### src/rtl/i2c_trf_pkg.sv
package i2c_trf_pkg;

  localparam int BYTE_W = 8;

  typedef enum logic [2:0] {
    ST_IDLE,
    ST_ADDR,
    ST_ADDR_ACK,
    ST_WR,
    ST_WR_ACK,
    ST_RD,
    ST_RD_ACK
  } bus_st_e;

endpackage

### src/rtl/i2c_line_sync.sv
module i2c_line_sync #(
  parameter int STAGES = 2
) (
  input  logic clk,
  input  logic rst_n,
  input  logic scl_i,
  input  logic sda_i,
  output logic scl_q,
  output logic sda_q,
  output logic scl_rise,
  output logic scl_fall,
  output logic start_evt,
  output logic stop_evt
);

  logic [STAGES-1:0] scl_sh, sda_sh;
  logic              scl_d, sda_d;

  always_ff @(posedge clk or negedge rst_n) begin
    if (!rst_n) begin
      scl_sh <= '1;
      sda_sh <= '1;
      scl_d  <= 1'b1;
      sda_d  <= 1'b1;
    end else begin
      scl_sh <= {scl_sh[STAGES-2:0], scl_i};
      sda_sh <= {sda_sh[STAGES-2:0], sda_i};
      scl_d  <= scl_sh[STAGES-1];
      sda_d  <= sda_sh[STAGES-1];
    end
  end

  assign scl_q     = scl_sh[STAGES-1];
  assign sda_q     = sda_sh[STAGES-1];
  assign scl_rise  = scl_q & ~scl_d;
  assign scl_fall  = ~scl_q & scl_d;
  // data edge while clock stays high marks a bus condition
  assign start_evt = scl_q & scl_d & sda_d & ~sda_q;
  assign stop_evt  = scl_q & scl_d & ~sda_d & sda_q;

endmodule

### src/rtl/i2c_bit_engine.sv
module i2c_bit_engine
  import i2c_trf_pkg::*;
#(
  parameter logic [6:0] DEV_ADDR = 7'h68
) (
  input  logic              clk,
  input  logic              rst_n,
  input  logic              sda_q,
  input  logic              scl_rise,
  input  logic              scl_fall,
  input  logic              start_evt,
  input  logic              stop_evt,
  input  logic [BYTE_W-1:0] rd_byte,
  output logic              sda_oe,
  output logic              wr_stb,
  output logic              wr_first,
  output logic [BYTE_W-1:0] wr_byte,
  output logic              rd_stb
);

  bus_st_e           st;
  logic [3:0]        cnt;
  logic [BYTE_W-1:0] sh;
  logic              rw, acked;

  always_ff @(posedge clk or negedge rst_n) begin
    if (!rst_n) begin
      st       <= ST_IDLE;
      cnt      <= '0;
      sh       <= '0;
      sda_oe   <= 1'b0;
      rw       <= 1'b0;
      acked    <= 1'b0;
      wr_first <= 1'b0;
      wr_stb   <= 1'b0;
      rd_stb   <= 1'b0;
    end else begin
      wr_stb <= 1'b0;
      rd_stb <= 1'b0;
      if (start_evt) begin
        st     <= ST_ADDR;
        cnt    <= '0;
        sda_oe <= 1'b0;
      end else if (stop_evt) begin
        st     <= ST_IDLE;
        sda_oe <= 1'b0;
      end else begin
        unique case (st)
          ST_ADDR, ST_WR: begin
            if (scl_rise && cnt != 4'd8) begin
              sh  <= {sh[BYTE_W-2:0], sda_q};
              cnt <= cnt + 4'd1;
            end else if (scl_fall && cnt == 4'd8) begin
              if (st == ST_ADDR) begin
                if (sh[7:1] == DEV_ADDR) begin
                  sda_oe   <= 1'b1;
                  rw       <= sh[0];
                  wr_first <= 1'b1;
                  st       <= ST_ADDR_ACK;
                end else begin
                  st <= ST_IDLE;
                end
              end else begin
                sda_oe <= 1'b1;
                wr_stb <= 1'b1;
                st     <= ST_WR_ACK;
              end
            end
          end
          ST_ADDR_ACK: begin
            if (scl_fall) begin
              cnt <= '0;
              if (rw) begin
                sh     <= rd_byte;
                sda_oe <= ~rd_byte[BYTE_W-1];
                st     <= ST_RD;
              end else begin
                sda_oe <= 1'b0;
                st     <= ST_WR;
              end
            end
          end
          ST_WR_ACK: begin
            if (scl_fall) begin
              sda_oe   <= 1'b0;
              cnt      <= '0;
              wr_first <= 1'b0;
              st       <= ST_WR;
            end
          end
          ST_RD: begin
            if (scl_fall) begin
              if (cnt == 4'd7) begin
                sda_oe <= 1'b0;
                rd_stb <= 1'b1;
                st     <= ST_RD_ACK;
              end else begin
                sh     <= {sh[BYTE_W-2:0], 1'b0};
                sda_oe <= ~sh[BYTE_W-2];
                cnt    <= cnt + 4'd1;
              end
            end
          end
          ST_RD_ACK: begin
            if (scl_rise) begin
              acked <= ~sda_q;
            end else if (scl_fall) begin
              if (acked) begin
                sh     <= rd_byte;
                sda_oe <= ~rd_byte[BYTE_W-1];
                cnt    <= '0;
                st     <= ST_RD;
              end else begin
                st <= ST_IDLE;
              end
            end
          end
          default: st <= ST_IDLE;
        endcase
      end
    end
  end

  assign wr_byte = sh;

endmodule

### src/rtl/i2c_time_regs.sv
module i2c_time_regs
  import i2c_trf_pkg::*;
#(
  parameter int          TIME_REGS = 7,
  parameter int          SPACE     = 64,
  parameter logic [7:0]  CTRL_RST  = 8'h00
) (
  input  logic                          clk,
  input  logic                          rst_n,
  input  logic                          wr_stb,
  input  logic                          wr_first,
  input  logic [BYTE_W-1:0]             wr_byte,
  input  logic                          rd_stb,
  input  logic                          snap_evt,
  input  logic [TIME_REGS*BYTE_W-1:0]   time_live_i,
  input  logic                          tw_ready,
  output logic [BYTE_W-1:0]             rd_byte,
  output logic                          tw_valid,
  output logic [$clog2(TIME_REGS)-1:0]  tw_addr,
  output logic [BYTE_W-1:0]             tw_data,
  output logic [BYTE_W-1:0]             ctrl_o,
  output logic [$clog2(SPACE)-1:0]      ptr_o,
  output logic [TIME_REGS*BYTE_W-1:0]   snap_o
);

  localparam int             PW       = $clog2(SPACE);
  localparam int             TW       = $clog2(TIME_REGS);
  localparam logic [PW-1:0]  TIME_END = PW'(TIME_REGS);
  localparam logic [PW-1:0]  LAST     = PW'(SPACE - 1);

  logic [BYTE_W-1:0]           mem [SPACE];
  logic [TIME_REGS*BYTE_W-1:0] snap;
  logic [PW-1:0]               ptr;
  logic                        bump, wrap, store;

  assign store = wr_stb & ~wr_first;
  assign bump  = rd_stb | store;
  assign wrap  = bump && (ptr == LAST);

  always_ff @(posedge clk or negedge rst_n) begin
    if (!rst_n) begin
      ptr  <= '0;
      snap <= '0;
    end else begin
      if (wr_stb && wr_first) ptr <= wr_byte[PW-1:0];
      else if (bump)          ptr <= wrap ? '0 : ptr + PW'(1);
      if (snap_evt || wrap)   snap <= time_live_i;
    end
  end

  always_ff @(posedge clk or negedge rst_n) begin
    if (!rst_n) begin
      for (int i = 0; i < SPACE; i++)
        mem[i] <= (i == TIME_REGS) ? CTRL_RST : '0;
    end else if (store && ptr >= TIME_END) begin
      mem[ptr] <= wr_byte;
    end
  end

  always_ff @(posedge clk or negedge rst_n) begin
    if (!rst_n) begin
      tw_valid <= 1'b0;
      tw_addr  <= '0;
      tw_data  <= '0;
    end else if (store && ptr < TIME_END) begin
      tw_valid <= 1'b1;
      tw_addr  <= ptr[TW-1:0];
      tw_data  <= wr_byte;
    end else if (tw_ready) begin
      tw_valid <= 1'b0;
    end
  end

  always_comb begin
    if (ptr < TIME_END) rd_byte = snap[{ptr[TW-1:0], 3'b000} +: BYTE_W];
    else                rd_byte = mem[ptr];
  end

  assign ctrl_o = mem[TIME_REGS];
  assign ptr_o  = ptr;
  assign snap_o = snap;

endmodule

### src/rtl/i2c_time_regfile.sv
module i2c_time_regfile
  import i2c_trf_pkg::*;
#(
  parameter logic [6:0] DEV_ADDR    = 7'h68,
  parameter int         SYNC_STAGES = 2,
  parameter int         TIME_REGS   = 7,
  parameter int         SPACE       = 64,
  parameter logic [7:0] CTRL_RST    = 8'h00
) (
  input  logic                          clk,
  input  logic                          rst_n,
  input  logic                          scl_i,
  input  logic                          sda_i,
  output logic                          sda_oe,
  input  logic [TIME_REGS*8-1:0]        time_live_i,
  output logic                          tw_valid,
  input  logic                          tw_ready,
  output logic [$clog2(TIME_REGS)-1:0]  tw_addr,
  output logic [7:0]                    tw_data,
  output logic [7:0]                    ctrl_o
);

  localparam int PTR_W = $clog2(SPACE);

  logic              scl_q, sda_q, scl_rise, scl_fall, start_evt, stop_evt;
  logic              wr_stb, wr_first, rd_stb;
  logic [BYTE_W-1:0] wr_byte, rd_byte;
  logic [PTR_W-1:0]  ptr;
  logic [TIME_REGS*BYTE_W-1:0] snap_v;

  i2c_line_sync #(.STAGES(SYNC_STAGES)) u_sync (
    .clk(clk), .rst_n(rst_n), .scl_i(scl_i), .sda_i(sda_i),
    .scl_q(scl_q), .sda_q(sda_q), .scl_rise(scl_rise), .scl_fall(scl_fall),
    .start_evt(start_evt), .stop_evt(stop_evt)
  );

  i2c_bit_engine #(.DEV_ADDR(DEV_ADDR)) u_eng (
    .clk(clk), .rst_n(rst_n), .sda_q(sda_q), .scl_rise(scl_rise),
    .scl_fall(scl_fall), .start_evt(start_evt), .stop_evt(stop_evt),
    .rd_byte(rd_byte), .sda_oe(sda_oe), .wr_stb(wr_stb),
    .wr_first(wr_first), .wr_byte(wr_byte), .rd_stb(rd_stb)
  );

  i2c_time_regs #(.TIME_REGS(TIME_REGS), .SPACE(SPACE), .CTRL_RST(CTRL_RST)) u_regs (
    .clk(clk), .rst_n(rst_n), .wr_stb(wr_stb), .wr_first(wr_first),
    .wr_byte(wr_byte), .rd_stb(rd_stb), .snap_evt(start_evt | stop_evt),
    .time_live_i(time_live_i), .tw_ready(tw_ready), .rd_byte(rd_byte),
    .tw_valid(tw_valid), .tw_addr(tw_addr), .tw_data(tw_data),
    .ctrl_o(ctrl_o), .ptr_o(ptr), .snap_o(snap_v)
  );

endmodule

### config.mk
export PLATFORM = sky130hd
export DESIGN_NAME = i2c_time_regfile
export DESIGN_NICKNAME = d
export VERILOG_FILES = /design/src/rtl/i2c_trf_pkg.sv /design/src/rtl/i2c_line_sync.sv /design/src/rtl/i2c_bit_engine.sv /design/src/rtl/i2c_time_regs.sv /design/src/rtl/i2c_time_regfile.sv
export SDC_FILE = /design/constraint.sdc
export NUM_CORES = 1
export LEC_CHECK = 0
export ABC_AREA = 1
export BUFFER_PORTS_ARGS = -buffer_cell sky130_fd_sc_hd__buf_2
export CORE_ASPECT_RATIO = 1.4
export CORE_MARGIN = 1
export CORE_UTILIZATION = 40
export CTS_CLUSTER_SIZE = 14
export DETAILED_ROUTE_END_ITERATION = 8
export SETUP_SLACK_MARGIN = 0.1
export SLEW_MARGIN = 40
export SYNTH_ARGS = -nofsm -noshare
export SYNTH_HDL_FRONTEND = slang
export SYNTH_SLANG_ARGS = --single-unit
### constraint.sdc
create_clock -name clk -period 4.85 [get_ports clk]
set_input_delay 0.485 -clock clk [delete_from_list [all_inputs] [get_ports clk]]
set_output_delay 0.485 -clock clk [all_outputs]
set_load 0.05 [all_outputs]
==> flow_summary.yaml, run 1 <==
run_status:
  status: "finished, final reports clean"
grt:
  grt_pass1_vias: 21100
  grt_pass1_wl_um: 126000
  grt_use_total_pct: 23.1
  antenna_found_initial: 0
  grt_max_degree: 135
  grt_overflow: 0
yosys:
  synth-edff-count: 0
  yosys-top-cells-area: "dfrtp_1 (56%), o21ai_0 (15%), nand2_1 (11%)"
  synth_cells: 3262
  netlist_area_sq_um: 27200
  yosysTopAreaCellShare_pct: 55.8
  ys_async_sr_fraction_pct: 100
  synth_top_cells_by_count: "o21ai_0 (803), nand2_1 (792), dfrtp_1 (607), nor2_1 (338), clkbuf_1 (200)"
  synth.avg_cell_area_sq_um: 8.35
  ys_ff_latch: 613
  synth.most_common_cell: "o21ai_0"
  yosysSeqAreaShare_pct: 56.3
  synth_fp_nets: 3326
  synth_top_flop_cell: "dfrtp_1"
  ys_types: 34
  yosys.area.top_type: "dfrtp_1"
  yosys_warnings: 0
cts:
  cts_tree: "done"
  cts_resized: 0
  clk_pin_slew_ns: 0.07
  cts_root_buf: "clkbuf_16"
  clk_latency_ns: 0.61
  clock-sinks: 613
  h-tree-depth: 2
  cts_inserted_buffers: 58
  cts_max_path_buffers: 3
sta:
  slew_violations: 0
  finalSetupViolCount: 0
  finalCriticalPeriod_ns: 3.43
  worst_clock_skew_ns: 0.0135
  hold_viol: 0
  tightestPinTransition_ns: 0.896
  slew_headroom_pct: 40.2
  rsz0062_at_grt: "false"
  fmax_mhz: 292
  fin_crit_sh_pct: 70.7
  final.setup.tns_ns: 0
die:
  fp-row-count: 112
  die_x_um: 223
  die_area_sq_um: 69200
  die_y_um: 311
  initial_utilization_pct: 40.7
  io_pins: 82
  core_area_sq_um: 67000
worst_setup_path:
  arrival_ns: 3.87
  crit_type: "register to register"
  crit_path_max_fanout: 41
  start_kind: "register"
  cp-end-kind: "register"
  r2r_slack_ns: 1.42
  critPathRequiredTime_ns: 5.29
finish:
  antenna_cells: 0
  fin_nets: 3261
  syn2layout_area_growth_pct: 10.6
  drive_gt1_share_pct: 9.33
route:
  wl_per_cell_um: 19.4
  vias: 21900
  initialDrtViolationCount: 1792
  first_pass_iters: 7
  drc_errors: 0
  routed_via_density: 5.34
  routed_wl_um: 79400
  postRouteAntennaNets: 0
job:
  cap_violations: 0
pwr:
  p_per_area_nw_per_um2: 349
  leakagePower_uw: 0.0135
  finalPower_uw: 10500
  worst_ir_drop_vdd_uv: 250
placement:
  dp_hpwl_um: 49000
  gp_congestion: 0.840
  numPortBuffers: 81
worst_hold_path:
  min-delay-path-class: "primary input to register"
area by class of cell:
cell class / count / area, sq um
fill: 6502 / 36900
sequential: 613 / 15400
multi-input combinational: 2245 / 10300
clock buffer: 85 / 1730
tap: 855 / 1070
timing repair buffer: 129 / 907
inverter: 150 / 571
clock inverter: 16 / 183
final timing paths:
path | start | endpoint | depth (start not counted)
max in group asynchronous | rst_n | u_regs.mem[334] | 4
worst max-delay path | u_regs.ptr_o[0] | u_regs.mem[407] | 6
worst min-delay path | tw_ready | u_regs.tw_valid | 2
worst min register to register | u_sync.scl_sh[0] | u_sync.scl_sh[1] | 0
min in group asynchronous | rst_n | u_regs.snap_o[25] | 2
worst max register to register | u_regs.ptr_o[0] | u_regs.mem[407] | 6
routing by layer:
layer,up-vias,track usage (%),wire length (um)
met4,0,8.42,2830
met1,10600,30.4,34100
met2,569,39.3,39200
li1,10600,-,-
met5,-,0,0
met3,140,2.39,3310
sequential cells by signal, summed over array words and instances, names as in the netlist:
register / count
u_regs.ptr_o: 6
u_eng.st: 3
u_regs.tw_addr: 3
u_eng.wr_stb: 1
u_eng.cnt: 4
u_regs.tw_data: 8
u_eng.wr_byte: 8
u_sync.sda_d: 1
u_eng.sda_oe: 1
u_regs.snap_o: 56
u_regs.ctrl_o: 8
u_eng.rw: 1
u_regs.tw_valid: 1
u_regs.mem: 504
u_sync.sda_sh: 2
u_eng.wr_first: 1
u_sync.scl_sh: 2
u_sync.scl_d: 1
u_eng.rd_stb: 1
u_eng.acked: 1
logic make-up after synthesis:
kind of cell	after synthesis	synth area share (%)
adder cells (fa/ha/maj)	3	0.138
buffers and inverters	404	5.92
multiplexers	16	0.662
AO/OA/AOI/OAI	971	18.7
AND/OR/NAND/NOR	1255	18.2
flip-flops	613	56.3
report_power, final:
part	leakage, uW	total [uW]	internal [uW]	switching (uW)
registers	0.00843	5290	5240	54.7
clock network	0.000946	4630	2660	1970
logic	0.00415	579	137	442
what timing repair did:
action / CTS / global route
buffers inserted: 0 / 0
endpoints found under the hold margin: 89 / 0
hold buffers: 3 / 0
through the flow:
stage | setup slack [ns] | instance area [sq um] | hold WS (ns) | utilization [%] | instances
CTS | 1.46 | 30100 | 0.0561 | 44.9 | 4092
finish | 1.42 | 30100 | 0.0756 | 45.0 | 4093
floorplan | 3.01 | 27200 | 0.189 | - | 3262
global route | 1.24 | 30100 | 0.0854 | 45.0 | 4093
detailed placement | 1.53 | 28200 | 0.347 | 42.0 | 3988
global placement | 1.51 | 28100 | 0.352 | 41.9 | 3986
worst max-delay path, cell delays in order, from the launching register on:
cell     delay, ns
dfrtp_4       0.73
buf_4         0.46
nand2_1       0.38
nor2_2        0.81
nand2_1       0.57
nand2_1       0.18
o21ai_0       0.11
cell usage in the layout (no fill, tap or decap), types with 23 or more instances in the layout:
master	netlist	routed
o21ai_0	803	803
nand2_1	792	790
dfrtp_1	607	606
nor2_1	338	333
inv_1	149	141
buf_2	34	80
clkbuf_16	0	61
o22ai_1	52	52
o211ai_1	52	52
nand3_1	40	40
or2_2	37	36
buf_4	14	35
o21ai_1	27	27
a21oi_1	23	23
Power figures use the tool's default switching activity.
==> inputs of run 2 (changes only) <==
--- a/config.mk
+++ b/config.mk
@@ -5,7 +5,7 @@
 export SDC_FILE = /design/constraint.sdc
 export NUM_CORES = 1
 export LEC_CHECK = 0
-export ABC_AREA = 1
+export ABC_AREA = 0
 export BUFFER_PORTS_ARGS = -buffer_cell sky130_fd_sc_hd__buf_2
 export CORE_ASPECT_RATIO = 1.4
 export CORE_MARGIN = 1
==> constraint.sdc (replaced) <==
create_clock -name clk -period 3.6 [get_ports clk]
set_input_delay 0.36 -clock clk [delete_from_list [all_inputs] [get_ports clk]]
set_output_delay 0.36 -clock clk [all_outputs]
set_load 0.05 [all_outputs]
==> run 2 against run 1 <==
  * Area after synthesis increased by 2.2%
  * Largest cell class unchanged
  * Critical path type unchanged
  * Clock skew increased by 0.012 ns
  * Critical path depth increased by 1
  * Total power increased by 36%
==> flow_summary.yaml, run 2 <==
sta:
  slew_violations: 0
  holdWs_ns: 0.211
  fmax_mhz: 289
  hold_viol: 0
  finalCriticalPeriod_ns: 3.46
  finalSetupViolCount: 0
  fin_crit_sh_pct: 96.2
  slew_headroom_pct: 40.9
  worst_clock_skew_ns: 0.0255
  final.setup.tns_ns: 0
  tightestPinTransition_ns: 0.886
  rsz0062_at_grt: "false"
die:
  fp-row-count: 114
  die_x_um: 225
  io_pins: 82
  die_area_sq_um: 70700
  initial_utilization_pct: 40.4
  die_y_um: 314
  core_area_sq_um: 68900
worst_setup_path:
  worstRegToRegCells: 7
  r2r_end: "u_eng.wr_byte[1]"
  arrival_ns: 3.95
  crit_path_frequent_cell: "buf_4"
  crit_type: "register to register"
  crit_path_max_fanout: 21
  critPathMaxStageDelay_ns: 0.69
  crit_buf_inv: 2
  rr_startpoint: "u_regs.ptr_o[1]"
  crit_family: "multiplexers"
  critPathRequiredTime_ns: 4.09
  cp_slowest_cell: "dfrtp_4"
  crit_chain: "buf_4, buf_4, mux4_2, mux2i_1, o211ai_1, nor4_1, o221ai_1"
  r2r_slack_ns: 0.14
  start_kind: "register"
  path_depth: 7
  cp-end-kind: "register"
finish:
  fin_nets: 2239
  multi_input_area_sq_um: 12000
  antenna_cells: 0
  syn2layout_area_growth_pct: 14.6
  top_register: "u_regs.mem"
  fillers: 6113
  drive_gt1_share_pct: 42.1
  largest_reg_flops: 487
  layout_common_cells: "dfrtp_1 (579), mux2_2 (553), nand2_1 (101)"
  ff_latch_area_sq_um: 14900
  mostFrequentLayoutCell: "dfrtp_1"
yosys:
  yosys.area.top_type: "dfrtp_1"
  synth_fp_nets: 2139
  ys_types: 79
  ys_ff_latch: 596
  yosys-mux-area-fraction_pct: 29.9
  synth_compound_area_share_pct: 7.38
  synth_top_cells_by_count: "dfrtp_1 (590), mux2_2 (553), nand2_1 (102), clkbuf_1 (93), mux2i_1 (68)"
  yosys-top-cells-area: "dfrtp_1 (53%), mux2_2 (22%), mux4_2 (3.7%)"
  yosysSeqAreaShare_pct: 53.6
  synth.avg_cell_area_sq_um: 13.4
  synthSimpleGateAreaFrac_pct: 5.54
  synth-xor-area-share_pct: 0.157
  synth_top_flop_cell: "dfrtp_1"
  synth-edff-count: 0
  ys_async_sr_fraction_pct: 100
  synth_fa_ha_area_share_pct: 0.135
  synth.most_common_cell: "dfrtp_1"
  synth_top_family_by_area: "multiplexers"
  yosys_warnings: 0
  synth_cells: 2075
  yosysTopAreaCellShare_pct: 53.0
  netlist_area_sq_um: 27800
route:
  routed_wl_um: 82400
  vias: 18300
  routed_via_density: 5.81
  first_pass_iters: 7
  postRouteAntennaNets: 0
  drc_errors: 0
  initialDrtViolationCount: 1293
  wl_per_cell_um: 26.2
cts:
  h-tree-depth: 2
  cts_resized: 0
  cts_tree: "done"
  cts_max_path_buffers: 3
  clk_pin_slew_ns: 0.07
  clock-sinks: 596
  cts_inserted_buffers: 57
  cts_root_buf: "clkbuf_16"
  clk_latency_ns: 0.64
grt:
  grt_pass1_vias: 19200
  grt_use_total_pct: 23.7
  grt_max_degree: 104
  grt_pass1_wl_um: 126000
  antenna_found_initial: 0
  grt_overflow: 0
run_status:
  status: "finished, final reports clean"
worst_hold_path:
  min-delay-path-class: "primary input to async pin"
placement:
  dp_hpwl_um: 53100
  numPortBuffers: 81
  gp_congestion: 0.866
pwr:
  worst_ir_drop_vdd_uv: 367
  p_per_area_nw_per_um2: 447
  leakagePower_uw: 0.0148
job:
  cap_violations: 0
==> run 2: changes by cell type in the layout (fill, tap and decap cells not counted), sizes merged, moves of 47 or more <==
cell	before	now
dlygate4sd3	3	60
inv	148	15
mux2	16	583
mux2i	0	68
mux4	0	47
nand2	794	106
nor2	348	91
o21ai	830	57
==> run 2: report_power, final <==
part           total [uW]  switching [uW]  internal (uW)
Clock                6250            2690           3560
Combinational         960             619            341
Sequential           7030             151           6880
==> run 2: logic make-up (layout without fill, tap and decap cells) <==
family          after synthesis  after routing
mux                         698            698
flops                       596            596
simple gates                294            294
compound gates              291            291
buf+inv                     188            336
xor+xnor                      5              5
fa+ha+maj                     3              3
==> run 2: worst max path at each step <==
stage / start / to
2_1_floorplan: u_regs.ptr_o[0] / u_regs.mem[88]
3_3_place_gp: u_regs.ptr_o[1] / u_eng.wr_byte[1]
3_5_place_dp: u_regs.ptr_o[1] / u_eng.wr_byte[1]
4_1_cts: u_regs.ptr_o[1] / u_eng.wr_byte[1]
5_1_grt: u_regs.ptr_o[1] / u_eng.wr_byte[1]
6_report: u_regs.ptr_o[1] / u_eng.wr_byte[1]
==> run 2: final cells by class <==
type                    instances  share of cell area, %
multi-input cells            1291                   37.7
flip-flops and latches        596                   46.8
well taps                     928                   3.64
clock buffers                  87                   5.36
inverters                      12                  0.141
clock inverters                20                  0.714
repair buffers                217                   5.59
==> run 2: worst reg2reg max path, delay by kind of cell (launching register included) <==
kind | cells | cell delay [ns]
flip-flops | 1 | 0.69
AND/OR/NAND/NOR | 1 | 0.60
multiplexers | 2 | 0.96
AO/OA/AOI/OAI | 2 | 0.38
buffers and inverters | 2 | 0.68
==> run 2: timing repair <==
item                      in CTS  in global routing
hold buffers                  60                  0
buffers inserted               0                  0
hold endpoints to repair     138                  0
==> run 2: metal layers <==
metal | wire (um) | GRT usage [%] | part of all wire (%) | up-vias
met3 | 4110 | 3.01 | 5.0 | 199
met1 | 32800 | 29.9 | 40 | 9666
met2 | 41500 | 40.5 | 50 | 646
met4 | 4040 | 10.8 | 4.9 | 0
li1 | - | - | - | 7807
met5 | 0 | 0 | 0 | -
==> run 2: through the flow <==
stage | instances | utilization [%] | power [uW] | worst slack, ns | area [sq um]
2_1_floorplan | 2075 | - | 7550 | 1.39 | 27800
3_3_place_gp | 2982 | 42.5 | 8020 | 0.160 | 29300
3_5_place_dp | 2982 | 42.5 | 8060 | 0.170 | 29300
4_1_cts | 3149 | 46.2 | 14400 | 0.163 | 31800
5_1_grt | 3151 | 46.3 | 14700 | 0.149 | 31900
6_report | 3151 | 46.3 | 14200 | 0.137 | 31900
